--- src/rtl/iirStagePkg.sv ---
package iirStagePkg;

  typedef enum logic [1:0] {
    MODE_PROP  = 2'd0,
    MODE_READ  = 2'd1,
    MODE_WRITE = 2'd2
  } stageModeT;

  typedef enum logic [1:0] {
    SRC_MEM   = 2'd0,
    SRC_LEFT  = 2'd1,
    SRC_RIGHT = 2'd2
  } srcSelT;

  // strobes from control to datapath
  typedef struct packed {
    logic   clearDelay;
    logic   sampleEn;
    srcSelT inSel;
    logic   loadA0;
    logic   loadA1;
    logic   loadB1;
  } dpCtrlT;

  // header: config word, length word, then coefficient sets
  localparam int HdrFixedWords = 2;
  localparam int CoefPerSet    = 3;

endpackage

--- src/rtl/iirStageDp.sv ---
module iirStageDp
  import iirStagePkg::*;
#(
  parameter int DataW = 8
) (
  input  logic             clk,
  input  logic             rstN,
  input  dpCtrlT           ctl,
  input  logic [DataW-1:0] memRdData,
  input  logic [DataW-1:0] leftInData,
  input  logic [DataW-1:0] rightInData,
  output logic [DataW-1:0] yOut,
  output logic             yValid
);

  localparam int ProdW = 2 * DataW;
  localparam int SumW  = ProdW + 2;
  localparam int ShW   = SumW - (DataW - 1);
  localparam logic signed [ShW-1:0] SatHi = ShW'((2 ** (DataW - 1)) - 1);
  localparam logic signed [ShW-1:0] SatLo = ~SatHi;

  logic signed [DataW-1:0] coefA0, coefA1, coefB1;
  logic signed [DataW-1:0] xDly, yDly;
  logic signed [DataW-1:0] xIn;
  logic signed [ProdW-1:0] prodA0, prodA1, prodB1;
  logic signed [SumW-1:0]  extA0, extA1, extB1, accSum;
  logic signed [ShW-1:0]   shifted;
  logic signed [DataW-1:0] ySat;

  always_comb begin
    case (ctl.inSel)
      SRC_LEFT:  xIn = leftInData;
      SRC_RIGHT: xIn = rightInData;
      default:   xIn = memRdData;
    endcase
  end

  assign prodA0  = coefA0 * xIn;
  assign prodA1  = coefA1 * xDly;
  assign prodB1  = coefB1 * yDly;
  assign extA0   = prodA0;
  assign extA1   = prodA1;
  assign extB1   = prodB1;
  assign accSum  = extA0 + extA1 - extB1;
  assign shifted = accSum[SumW-1:DataW-1];

  always_comb begin
    if (shifted > SatHi)      ySat = SatHi[DataW-1:0];
    else if (shifted < SatLo) ySat = SatLo[DataW-1:0];
    else                      ySat = shifted[DataW-1:0];
  end

  always_ff @(posedge clk) begin
    if (!rstN) begin
      coefA0 <= '0;
      coefA1 <= '0;
      coefB1 <= '0;
    end else begin
      if (ctl.loadA0) coefA0 <= memRdData;
      if (ctl.loadA1) coefA1 <= memRdData;
      if (ctl.loadB1) coefB1 <= memRdData;
    end
  end

  always_ff @(posedge clk) begin
    if (!rstN) begin
      xDly   <= '0;
      yDly   <= '0;
      yOut   <= '0;
      yValid <= 1'b0;
    end else if (ctl.clearDelay) begin
      xDly   <= '0;
      yDly   <= '0;
      yValid <= 1'b0;
    end else begin
      yValid <= ctl.sampleEn;
      if (ctl.sampleEn) begin
        xDly <= xIn;
        yDly <= ySat;
        yOut <= ySat;
      end
    end
  end

endmodule

--- src/rtl/iirStageCtrl.sv ---
module iirStageCtrl
  import iirStagePkg::*;
#(
  parameter int DataW    = 8,
  parameter int AddrW    = 10,
  parameter int HdrWords = 8,
  parameter int CoefSets = 2
) (
  input  logic             clk,
  input  logic             rstN,
  input  logic             start,
  input  logic             leftInStb,
  input  logic             rightInStb,
  input  logic [DataW-1:0] memRdData,
  output dpCtrlT           ctl,
  output logic             memRdEn,
  output logic [AddrW-1:0] rdAddr,
  output logic [AddrW-1:0] wrAddr,
  output logic             dir,
  output logic             isWriter,
  output logic             done
);

  localparam int HdrReads = HdrFixedWords + CoefPerSet;
  localparam int TagW     = $clog2(HdrReads + 1);
  localparam int SetW     = (CoefSets > 1) ? $clog2(CoefSets) : 1;

  typedef enum logic [1:0] {ST_IDLE, ST_HDR, ST_RUN} ctrlStateT;

  ctrlStateT        state;
  stageModeT        mode;
  logic             firstPass;
  logic [SetW-1:0]  passSet;
  logic [TagW-1:0]  hdrCnt, rdTag;
  logic             rdValid;
  logic [DataW-1:0] passLen, sampCnt, issued;
  logic [AddrW-1:0] hdrAddr;
  logic             hdrIssue, runIssue, hdrLast, capEn, upStb, inRun;

  assign isWriter = (mode == MODE_WRITE);
  assign hdrIssue = (state == ST_HDR) && (hdrCnt < TagW'(HdrReads));
  assign runIssue = (state == ST_RUN) && (mode == MODE_READ) && (issued != passLen);
  assign hdrLast  = (state == ST_HDR) && (hdrCnt == TagW'(HdrReads));
  assign capEn    = rdValid && (state == ST_HDR);
  assign upStb    = dir ? rightInStb : leftInStb;
  assign inRun    = (state == ST_RUN) && (sampCnt != passLen);

  // coefficient words follow the fixed words directly
  assign hdrAddr = (hdrCnt < TagW'(HdrFixedWords)) ? AddrW'(hdrCnt)
                 : AddrW'(CoefPerSet * int'(passSet) + int'(hdrCnt));

  assign memRdEn = hdrIssue || runIssue;
  assign rdAddr  = hdrIssue ? hdrAddr : AddrW'(HdrWords) + AddrW'(issued);

  always_comb begin
    ctl            = '0;
    ctl.clearDelay = hdrLast;
    ctl.loadA0     = capEn && (rdTag == TagW'(HdrFixedWords));
    ctl.loadA1     = capEn && (rdTag == TagW'(HdrFixedWords + 1));
    ctl.loadB1     = capEn && (rdTag == TagW'(HdrFixedWords + 2));
    ctl.sampleEn   = inRun && ((mode == MODE_READ) ? rdValid : upStb);
    if (mode == MODE_READ) ctl.inSel = SRC_MEM;
    else if (dir)          ctl.inSel = SRC_RIGHT;
    else                   ctl.inSel = SRC_LEFT;
  end

  always_ff @(posedge clk) begin
    if (!rstN) begin
      state     <= ST_IDLE;
      mode      <= MODE_PROP;
      dir       <= 1'b0;
      firstPass <= 1'b1;
      passSet   <= '0;
      hdrCnt    <= '0;
      rdTag     <= '0;
      rdValid   <= 1'b0;
      passLen   <= '0;
      sampCnt   <= '0;
      issued    <= '0;
      wrAddr    <= '0;
      done      <= 1'b0;
    end else begin
      done    <= 1'b0;
      rdValid <= memRdEn;
      rdTag   <= hdrCnt;

      if (capEn && rdTag == TagW'(0) && firstPass) begin
        case (memRdData[1:0])
          2'd1:    mode <= MODE_READ;
          2'd2:    mode <= MODE_WRITE;
          default: mode <= MODE_PROP;
        endcase
        dir <= memRdData[2];
      end
      if (capEn && rdTag == TagW'(1)) passLen <= memRdData;

      case (state)
        ST_IDLE: begin
          if (start) begin
            state  <= ST_HDR;
            hdrCnt <= '0;
            if (!firstPass) begin
              dir <= ~dir;
              if (mode == MODE_READ)       mode <= MODE_WRITE;
              else if (mode == MODE_WRITE) mode <= MODE_READ;
              passSet <= (passSet == SetW'(CoefSets - 1)) ? '0 : passSet + 1'b1;
            end
          end
        end
        ST_HDR: begin
          if (hdrLast) begin
            state     <= ST_RUN;
            sampCnt   <= '0;
            issued    <= '0;
            firstPass <= 1'b0;
          end else begin
            hdrCnt <= hdrCnt + 1'b1;
          end
        end
        ST_RUN: begin
          if (sampCnt == passLen) begin
            state <= ST_IDLE;
            done  <= isWriter;
          end
          if (runIssue) issued <= issued + 1'b1;
          if (ctl.sampleEn) begin
            sampCnt <= sampCnt + 1'b1;
            wrAddr  <= AddrW'(HdrWords) + AddrW'(sampCnt);
          end
        end
        default: state <= ST_IDLE;
      endcase
    end
  end

endmodule

--- src/rtl/iirReversibleStage.sv ---
module iirReversibleStage
  import iirStagePkg::*;
#(
  parameter int DataW    = 8,
  parameter int AddrW    = 10,
  parameter int HdrWords = 8,
  parameter int CoefSets = 2
) (
  input  logic             clk,
  input  logic             rstN,
  input  logic             start,
  input  logic [DataW-1:0] leftInData,
  input  logic             leftInStb,
  input  logic [DataW-1:0] rightInData,
  input  logic             rightInStb,
  output logic [DataW-1:0] leftOutData,
  output logic             leftOutStb,
  output logic [DataW-1:0] rightOutData,
  output logic             rightOutStb,
  output logic [AddrW-1:0] memAddr,
  output logic             memRdEn,
  input  logic [DataW-1:0] memRdData,
  output logic             memWrEn,
  output logic [DataW-1:0] memWrData,
  output logic             done
);

  dpCtrlT           ctl;
  logic [AddrW-1:0] rdAddr, wrAddr;
  logic             dir, isWriter, yValid;
  logic [DataW-1:0] yOut;

  iirStageCtrl #(
    .DataW(DataW), .AddrW(AddrW), .HdrWords(HdrWords), .CoefSets(CoefSets)
  ) ctrlI (
    .clk(clk), .rstN(rstN), .start(start),
    .leftInStb(leftInStb), .rightInStb(rightInStb),
    .memRdData(memRdData), .ctl(ctl), .memRdEn(memRdEn),
    .rdAddr(rdAddr), .wrAddr(wrAddr), .dir(dir),
    .isWriter(isWriter), .done(done)
  );

  iirStageDp #(.DataW(DataW)) dpI (
    .clk(clk), .rstN(rstN), .ctl(ctl), .memRdData(memRdData),
    .leftInData(leftInData), .rightInData(rightInData),
    .yOut(yOut), .yValid(yValid)
  );

  assign memWrEn      = yValid && isWriter;
  assign memWrData    = yOut;
  assign memAddr      = memWrEn ? wrAddr : rdAddr;
  assign rightOutStb  = yValid && !isWriter && !dir;
  assign leftOutStb   = yValid && !isWriter && dir;
  assign rightOutData = rightOutStb ? yOut : '0;
  assign leftOutData  = leftOutStb ? yOut : '0;

endmodule

--- config.mk ---
export PLATFORM = sky130hd
export DESIGN_NAME = iirReversibleStage
export DESIGN_NICKNAME = d
export VERILOG_FILES = /design/src/rtl/iirStagePkg.sv /design/src/rtl/iirStageDp.sv /design/src/rtl/iirStageCtrl.sv /design/src/rtl/iirReversibleStage.sv
export SDC_FILE = /design/constraint.sdc
export NUM_CORES = 1
export LEC_CHECK = 0
export ABC_AREA = 1
export ABC_CLOCK_PERIOD_IN_PS = 10300
export BUFFER_PORTS_ARGS = -buffer_cell sky130_fd_sc_hd__buf_4
export CORE_MARGIN = 10
export CORE_UTILIZATION = 55
export CTS_CLUSTER_DIAMETER = 150
export DETAILED_ROUTE_END_ITERATION = 6
export PLACE_DENSITY = 0.73
export SYNTH_ARGS = -nofsm -noshare
export SYNTH_HDL_FRONTEND = slang
export SYNTH_SLANG_ARGS = --single-unit
--- constraint.sdc ---
create_clock -name clk -period 10.3 [get_ports clk]
set_clock_uncertainty 0.15 [all_clocks]
set_input_delay 1.545 -clock clk [delete_from_list [all_inputs] [get_ports clk]]
set_output_delay 1.545 -clock clk [all_outputs]
set_load 0.05 [all_outputs]
==> results of run 1 <==
==> kinds of logic after synthesis <==
group           count (synthesis)  share of synthesized area
other cells                     1                   0.000279
simple gates                  542                      0.169
buf+inv                       546                      0.155
flops                          97                      0.145
compound gates                187                     0.0764
fa+ha+maj                     320                      0.431
xor+xnor                       36                     0.0235
==> critical path: cells and delay by family <==
family	cells	cell delay (ns)
adders and majority gates	8	3.99
and+or+nand+nor	10	1.24
AOI/OAI and AO/OA	3	1.16
buffers and inverters	8	0.73
==> layout make-up <==
type / count / area share
timing repair buffer: 66 / 0.0343
clock buffer: 9 / 0.0156
sequential: 97 / 0.135
multi-input combinational: 1086 / 0.651
clock inverter: 7 / 0.00780
inverter: 493 / 0.128
tap: 324 / 0.0281
==> Yosys cell counts (2+ instances only) <==
library cell  number
o21bai_1           3
nand2_2           11
nand4_1            6
inv_1            486
inv_2              4
nor2_1           132
clkinv_1           3
buf_1              2
xor2_1            24
nand3_1           55
buf_6              3
nand3_2            3
a21oi_1           88
o221a_2            3
buf_2              3
a211oi_1           5
o211ai_1           5
nor4_1             4
nand3b_1           2
xnor2_1           12
o22ai_1            4
nor3_1             8
or2_2             21
clkbuf_1          43
a21o_1             2
dfxtp_1           97
nand2_1          295
o21ai_0           69
fa_1             238
ha_1              82
o41ai_1            2
==> power by group through the flow <==
stage               registers, mW  logic, mW  clock network (mW)
floorplan                   0.428       1.75                   0
global placement            0.437       2.20                   0
detailed placement          0.437       2.20                   0
CTS                         0.428       2.22               0.385
global route                0.432       2.56               0.402
finish                      0.429       2.24               0.385
==> metal layers <==
layer  wire [um]  global-route usage
met5           0                   0
met3        2110              0.0374
met1       14700               0.305
met2       16400               0.388
met4         901              0.0569
==> worst max-delay path by stage <==
stage | to | start | slack (ns)
5_1_grt | dpI.yDly[2] | memRdData[2] | 1.30
3_3_place_gp | dpI.yDly[5] | rightInData[2] | 1.73
6_report | dpI.yDly[4] | memRdData[2] | 1.76
3_5_place_dp | dpI.yDly[4] | memRdData[2] | 1.55
4_1_cts | dpI.yDly[4] | memRdData[2] | 1.86
2_1_floorplan | dpI.yOut[4] | rightInData[2] | 2.46
==> state kept, by name (all words and copies together) (netlist names), 8 cells and up <==
name,cells
dpI.coefB1,8
dpI.yOut,8
ctrlI.sampCnt,8
ctrlI.issued,8
dpI.coefA1,8
dpI.coefA0,8
ctrlI.wrAddr,9
dpI.yDly,8
ctrlI.passLen,8
dpI.xDly,8
==> cell usage in the layout, fill, tap and decap left out, types with 2 or more instances in the layout <==
cell	n
a21oi_1	88
o221a_2	3
o21bai_1	3
o41ai_1	2
nand3_1	55
o211ai_1	5
nand2_1	295
dfxtp_1	97
xnor2_1	12
inv_2	4
a21o_1	2
ha_1	82
nor3_1	8
nand2_2	11
nand3b_1	2
clkbuf_16	9
nand4_1	6
o21ai_0	69
nor2_1	132
bufinv_16	2
o22ai_1	4
nand3_2	3
fa_1	238
a211oi_1	5
clkinv_1	3
nor4_1	4
or2_2	21
xor2_1	24
buf_4	66
inv_1	486
==> flow_summary.ini, run 1 <==
[status]
status = finished clean

[timing]
finalHoldViolCount = 0
period_minus_slack_ns = 8.54
setup_violations = 0
worst_pin_slew_ns = 0.850
setup_tns_ns = 0
rsz0062_at_grt = no
slew_headroom = 0.433
period_share = 0.830
fmax_mhz = 117
hold_ws_ns = 0.310
slew_viol_final = 0
setup_slack_ns = 1.76

[setup_path]
rrSetupSlack_ns = 2.28
critPathSlowestCell = a221oi_1
rr_startpoint = ctrlI.mode[1]
start_kind = input pin
cp.required_ns = 10.41
critPathKind = input pin to register
critPathMaxFanout = 14
r2r_end = dpI.yDly[4]
cp_data_arrival_time_ns = 8.65
worst-r2r-cell-count = 31
crit_path_end_kind = register
max_stage_delay_ns = 0.64

[synthesis]
yosysUniqueCellTypes = 45
synth-async-reset-ratio = 0
synth_seq_cells = 97
synth_top_area_cell = fa_1
synth_edf_count = 0
yosysWarnings = 0
synth_area_leaders = fa_1 35%, dfxtp_1 14%, inv_1 14%
syn_nets = 2078
yosysTopAreaCellShare = 0.355
synth_area_um2 = 13400
synth.avg_cell_area_um2 = 7.77
ys_seq_area_frac = 0.145
ys.flop_type = dfxtp_1
netlist_instances = 1729

[cells_and_area]
finalInstanceArea_um2 = 14400
antennaDiodeCount = 0
final_util = 0.597
drive_above_1_share = 0.0728
nets = 2102
multi_input_area_um2 = 9400
syn_to_final_growth_pct = 7.51
fillerInstances = 2197
fin_cells = 2082
seq_area_um2 = 1940

[die]
dieArea_um2 = 31100
die_w_um = 176
start_util = 0.555
die_h_um = 176
io_pins = 68
core_area_um2 = 24200
rows = 57

[min_path]
min_to = ctrlI.wrAddr[3]
hp-class = register to register
hp-start = ctrlI.wrAddr[3]
min_path_cells = 2

[power_and_ir_drop]
power.leakage_nw = 7.31
p_int_mw = 1.37
clockPowerShare = 0.126
power_density_nw_per_um2 = 211
switching_power_mw = 1.68
p_comb_frac = 0.733
power_mw = 3.05
p_sw_frac = 0.551
seq_power_share = 0.141
ir_drop_mv = 0.430

[global_route]
track_usage = 0.231
first_global_vias = 11200
grt-ovfl-total = 0
antenna_found_initial = 0
grt_max_degree = 54
grt_pass1_wl_mm = 57.5

[drt]
viasPerCell = 5.14
drt_iter0_drc = 780
antenna_left = 0
drc = 0
dr.pass1.iters = 6
wl_per_cell_um = 16.4
drt-total-wl_mm = 34.1
vias = 10700

[place]
place_ws_ns = 1.55
dpl.hpwl_mm = 28.5
io_buffers = 66
place.gp.congestion = 0.944
place_inst = 2066
post_dp_cell_area_um2 = 14100

[clock_tree]
clk_latency_ns = 0.35
cts_max_path_buffers = 2
ctsResizeCount = 0
postCtsHoldBufs = 0
htreeDepth = 3
cts-buffers-inserted = 9
cts.clk_slew.worst_paths_ns = 0.07
cts_sinks = 97
cts_root_buf = clkbuf_16
tritoncts = built
cts_setup_buffers = 0

[flow_run]
max-cap-violations = 0
No activity file was read; power rests on OpenSTA's default activity.
==> run 2: changes to the inputs <==
--- a/config.mk
+++ b/config.mk
@@ -6,13 +6,13 @@
 export NUM_CORES = 1
 export LEC_CHECK = 0
 export ABC_AREA = 1
-export ABC_CLOCK_PERIOD_IN_PS = 10300
+export ABC_CLOCK_PERIOD_IN_PS = 7100
 export BUFFER_PORTS_ARGS = -buffer_cell sky130_fd_sc_hd__buf_4
 export CORE_MARGIN = 10
 export CORE_UTILIZATION = 55
 export CTS_CLUSTER_DIAMETER = 150
 export DETAILED_ROUTE_END_ITERATION = 6
-export PLACE_DENSITY = 0.73
+export PLACE_DENSITY = 0.76
 export SYNTH_ARGS = -nofsm -noshare
 export SYNTH_HDL_FRONTEND = slang
 export SYNTH_SLANG_ARGS = --single-unit
==> constraint.sdc (replaced) <==
create_clock -name clk -period 7.1 [get_ports clk]
set_clock_uncertainty 0.15 [all_clocks]
set_input_delay 1.065 -clock clk [delete_from_list [all_inputs] [get_ports clk]]
set_output_delay 1.065 -clock clk [all_outputs]
set_load 0.05 [all_outputs]
==> run 2 against run 1 <==
The flow now finishes with violations (setup timing). Sequential power increased by 44%. Combinational power increased to 2.6 times the previous value. Sequential share of layout area decreased by 1.1 points. Setup slack got worse by 1.9 ns. Critical path depth increased by 2. Utilization increased by 5.3 points. Die area unchanged. Critical path type unchanged.
==> flow_summary.ini, run 2 (synthesis results as in run 1) <==
[place]
place_ws_ns = -0.730
io_buffers = 66
dpl.hpwl_mm = 30.4
post_dp_cell_area_um2 = 14700
place_inst = 2139
place.gp.congestion = 1.01

[setup_path]
start_kind = input pin
rr_startpoint = ctrlI.mode[0]
cpMostUsedCell = fa_1
cp.required_ns = 7.21
max_stage_delay_ns = 0.62
crit_family = adder cells
critPathMaxFanout = 7
cp_data_arrival_time_ns = 7.31
worst-path-buf-inv = 9
critPathSlowestCell = fa_2
crit_path_end_kind = register
startpoint = rightInData[3]
critPathKind = input pin to register

[die]
start_util = 0.555
io_pins = 68
dieArea_um2 = 31100
die_w_um = 176
rows = 57
core_area_um2 = 24200
die_h_um = 176

[clock_tree]
clk_latency_ns = 0.36
cts.clk_slew.worst_paths_ns = 0.07
tritoncts = built
cts_max_path_buffers = 2
cts_sinks = 97
cts_root_buf = clkbuf_16
postCtsHoldBufs = 0
cts-buffers-inserted = 9
htreeDepth = 3

[power_and_ir_drop]
power_mw = 6.92
power.leakage_nw = 7.83
ir_drop_mv = 0.955
power_density_nw_per_um2 = 441

[global_route]
grt_max_degree = 54
grt-ovfl-total = 0
antenna_found_initial = 0
grt_pass1_wl_mm = 59.7
first_global_vias = 11700
track_usage = 0.243

[timing]
setup_tns_ns = -1.06
hold_ws_ns = 0.299
fmax_mhz = 139
finalHoldViolCount = 0
setup_slack_ns = -0.0989
slew_viol_final = 0
slew_headroom = 0.431
worst_pin_slew_ns = 0.853
period_minus_slack_ns = 7.20
setup_violations = 14
period_share = 1.01
rsz0062_at_grt = yes

[min_path]
hp-class = register to register
hp-start = ctrlI.wrAddr[8]

[cells_and_area]
regMostFlops = ctrlI.wrAddr
fin_cells = 2171
syn_to_final_growth_pct = 17.0
seq_area_um2 = 1940
antennaDiodeCount = 0
drive_above_1_share = 0.178
final_util = 0.650
multi_input_area_um2 = 9960
layout_common_cells = 466 x inv_1, 270 x nand2_1, 230 x fa_1
largest_reg_flops = 9
finalInstanceArea_um2 = 15700
fillerInstances = 1996
layout_commonest_cell = inv_1
nets = 2191

[drt]
vias = 11100
drc = 0
dr.pass1.iters = 7
antenna_left = 0
drt_iter0_drc = 898
wl_per_cell_um = 16.9
drt-total-wl_mm = 36.7
viasPerCell = 5.11

[status]
violations = setup timing
status = finished, violations left

[flow_run]
max-cap-violations = 0
run 2: final cells by class:
| type | count | share of cell area |
|---|---|---|
| Tap cell | 324 | 0.0258 |
| Clock inverter | 5 | 0.00438 |
| Clock buffer | 11 | 0.0161 |
| Multi-Input combinational cell | 1086 | 0.634 |
| Sequential cell | 97 | 0.124 |
| Timing Repair Buffer | 155 | 0.0779 |
| Inverter | 493 | 0.119 |
run 2: routing by layer:
metal | up-vias | track usage | share of wire
met5 | - | 0 | 0
met4 | 0 | 0.0816 | 0.032
met3 | 71 | 0.0425 | 0.057
met2 | 312 | 0.417 | 0.50
met1 | 5428 | 0.303 | 0.41
li1 | 5285 | - | -
run 2: power by group:
part	switching, mW	internal, mW
registers	0.0385	0.577
clock network	0.235	0.299
logic	3.21	2.56
total	3.49	3.44
run 2: path summary, 6_finish.rpt:
kind                     end  slack (ns)  cells past startpoint
min          ctrlI.wrAddr[8]        0.30                      2
min reg2reg  ctrlI.wrAddr[8]        0.30                      2
max reg2reg      dpI.yDly[0]       -0.01                     32
max              dpI.yDly[0]        -0.1                     31
run 2: timing repair:
item	4_1_cts	5_1_grt
setup endpoints to repair	16	16
resized for setup	74	66
pin swaps	17	58
gates cloned	1	0
buffers inserted	5	10
run 2: worst register-to-register path: cells and delay by family (launching register included):
family          cells  cell delay, ns
compound gates      2            0.48
flops               1            0.39
simple gates       10            0.95
buf+inv            12            1.12
fa+ha+maj           8            3.93
==> run 3: changes to the inputs <==
--- a/config.mk
+++ b/config.mk
@@ -8,6 +8,7 @@
 export ABC_AREA = 1
 export ABC_CLOCK_PERIOD_IN_PS = 7100
 export BUFFER_PORTS_ARGS = -buffer_cell sky130_fd_sc_hd__buf_4
+export CORE_ASPECT_RATIO = 0.75
 export CORE_MARGIN = 10
 export CORE_UTILIZATION = 55
 export CTS_CLUSTER_DIAMETER = 150
==> run 3 against run 2 <==
The flow still finishes with violations (setup timing). Global-route usage increased by 0.79 points. Sequential share of layout area decreased by 0.14 points. First-iteration DRC count increased by 15%. Sequential cell count unchanged. Wire length increased by 4.4%. Sequential power about the same. Setup slack improved by 0.089 ns. Via count increased by 3.0%. Combinational power increased by 10%. Largest cell class unchanged. Largest power group unchanged.
==> flow_summary.ini, run 3 (synthesis results as in run 1) <==
[cells_and_area]
syn_to_final_growth_pct = 18.4
final_util = 0.663
layout_commonest_cell = inv_1
nets = 2195
fillerInstances = 1973
antennaDiodeCount = 0
regMostFlops = ctrlI.wrAddr
multi_input_area_um2 = 10100
seq_area_um2 = 1940
largest_reg_flops = 9
layout_common_cells = 454 x inv_1, 267 x nand2_1, 223 x fa_1
drive_above_1_share = 0.193

[timing]
worst_pin_slew_ns = 0.843
setup_slack_ns = -0.0103
period_minus_slack_ns = 7.11
fmax_mhz = 141
setup_violations = 2
hold_ws_ns = 0.314
rsz0062_at_grt = yes
slew_viol_final = 0
slew_headroom = 0.438
finalHoldViolCount = 0
period_share = 1.00
setup_tns_ns = -0.0177

[drt]
vias = 11400
wl_per_cell_um = 17.6
drc = 0
drt-total-wl_mm = 38.3
dr.pass1.iters = 6
antenna_left = 0
viasPerCell = 5.24
drt_iter0_drc = 1031

[power_and_ir_drop]
power_density_nw_per_um2 = 472
power.leakage_nw = 7.87
ir_drop_mv = 1.18

[setup_path]
crit_path_end_kind = register
worst-path-buf-inv = 12
cp_data_arrival_time_ns = 7.22
critPathKind = input pin to register
critPathSlowestCell = fa_2
crit_family = adder cells
cp.required_ns = 7.21
critPathMaxFanout = 7
max_stage_delay_ns = 0.56
start_kind = input pin
rrSetupSlack_ns = 0.02

[place]
io_buffers = 66
place.gp.congestion = 1.01
dpl.hpwl_mm = 31.7

[status]
status = finished, violations left
violations = setup timing

[global_route]
track_usage = 0.251
grt_pass1_wl_mm = 62.1
first_global_vias = 11400
grt-ovfl-total = 0
antenna_found_initial = 0
grt_max_degree = 54

[die]
core_area_um2 = 24000
start_util = 0.560
dieArea_um2 = 31100
rows = 49
die_h_um = 155
die_w_um = 200
io_pins = 68

[clock_tree]
postCtsHoldBufs = 0
cts-buffers-inserted = 9
cts_root_buf = clkbuf_16
tritoncts = built
cts_max_path_buffers = 2
htreeDepth = 3
clk_latency_ns = 0.37
cts.clk_slew.worst_paths_ns = 0.07
cts_sinks = 97

[min_path]
hp-class = register to register

[flow_run]
max-cap-violations = 0
run 3: cell types whose count changed in the layout (fill, tap and decap cells not counted), sizes merged:
cell / delta
buf: +5
clkinv: +2
clkbuf: -1
clkinvlp: -1
inv: -1
run 3: through the flow:
stage | power [mW] | cell area [um^2] | setup slack, ns | instances
5_1_grt | 8.04 | 15900 | -0.243 | 2182
3_5_place_dp | 4.89 | 14700 | -0.706 | 2148
6_report | 7.50 | 15900 | -0.0103 | 2182
4_1_cts | 6.37 | 15400 | -0.0900 | 2171
3_3_place_gp | 4.82 | 14700 | -0.642 | 2148
2_1_floorplan | 3.26 | 13500 | 0.00830 | 1729
run 3: timing repair:
action	4_1_cts	5_1_grt
gates resized for setup	66	121
pin swaps	38	83
buffers inserted	6	13
endpoints found under the setup margin	16	16
cloned	1	0
run 3: final cells by class:
| cell class | count | area share |
|---|---|---|
| clock inverters | 5 | 0.00457 |
| inverters | 493 | 0.117 |
| multi-input cells | 1086 | 0.637 |
| well taps | 331 | 0.0261 |
| clock buffers | 11 | 0.0153 |
| flip-flops and latches | 97 | 0.122 |
| repair buffers | 159 | 0.0777 |
run 3: per-layer routing:
layer / wire length (um) / GRT usage / vias to the layer above
li1: - / - / 5288
met1: 17100 / 0.371 / 5623
met2: 16400 / 0.361 / 469
met3: 4330 / 0.0737 / 54
met4: 466 / 0.0338 / 0
met5: 0 / 0 / -
run 3: final timing paths:
| kind | cells after the start | endpoint | from |
|---|---|---|---|
| max | 31 | dpI.yDly[1] | rightInData[2] |
| min | 2 | ctrlI.wrAddr[3] | ctrlI.wrAddr[3] |
| max reg2reg | 32 | dpI.yDly[1] | ctrlI.dir |
| min reg2reg | 2 | ctrlI.wrAddr[3] | ctrlI.wrAddr[3] |
run 3: power by group:
part / internal [mW] / switching (mW) / total (mW) / leakage [nW]
Combinational: 2.79 / 3.57 / 6.36 / 6.94
Clock: 0.289 / 0.237 / 0.526 / 0.153
Sequential: 0.577 / 0.0398 / 0.617 / 0.783
run 3: worst min-delay path: stages, from the launching register on:
cell	delay, ns
dfxtp_1	0.30
inv_1	0.06
a21oi_1	0.06
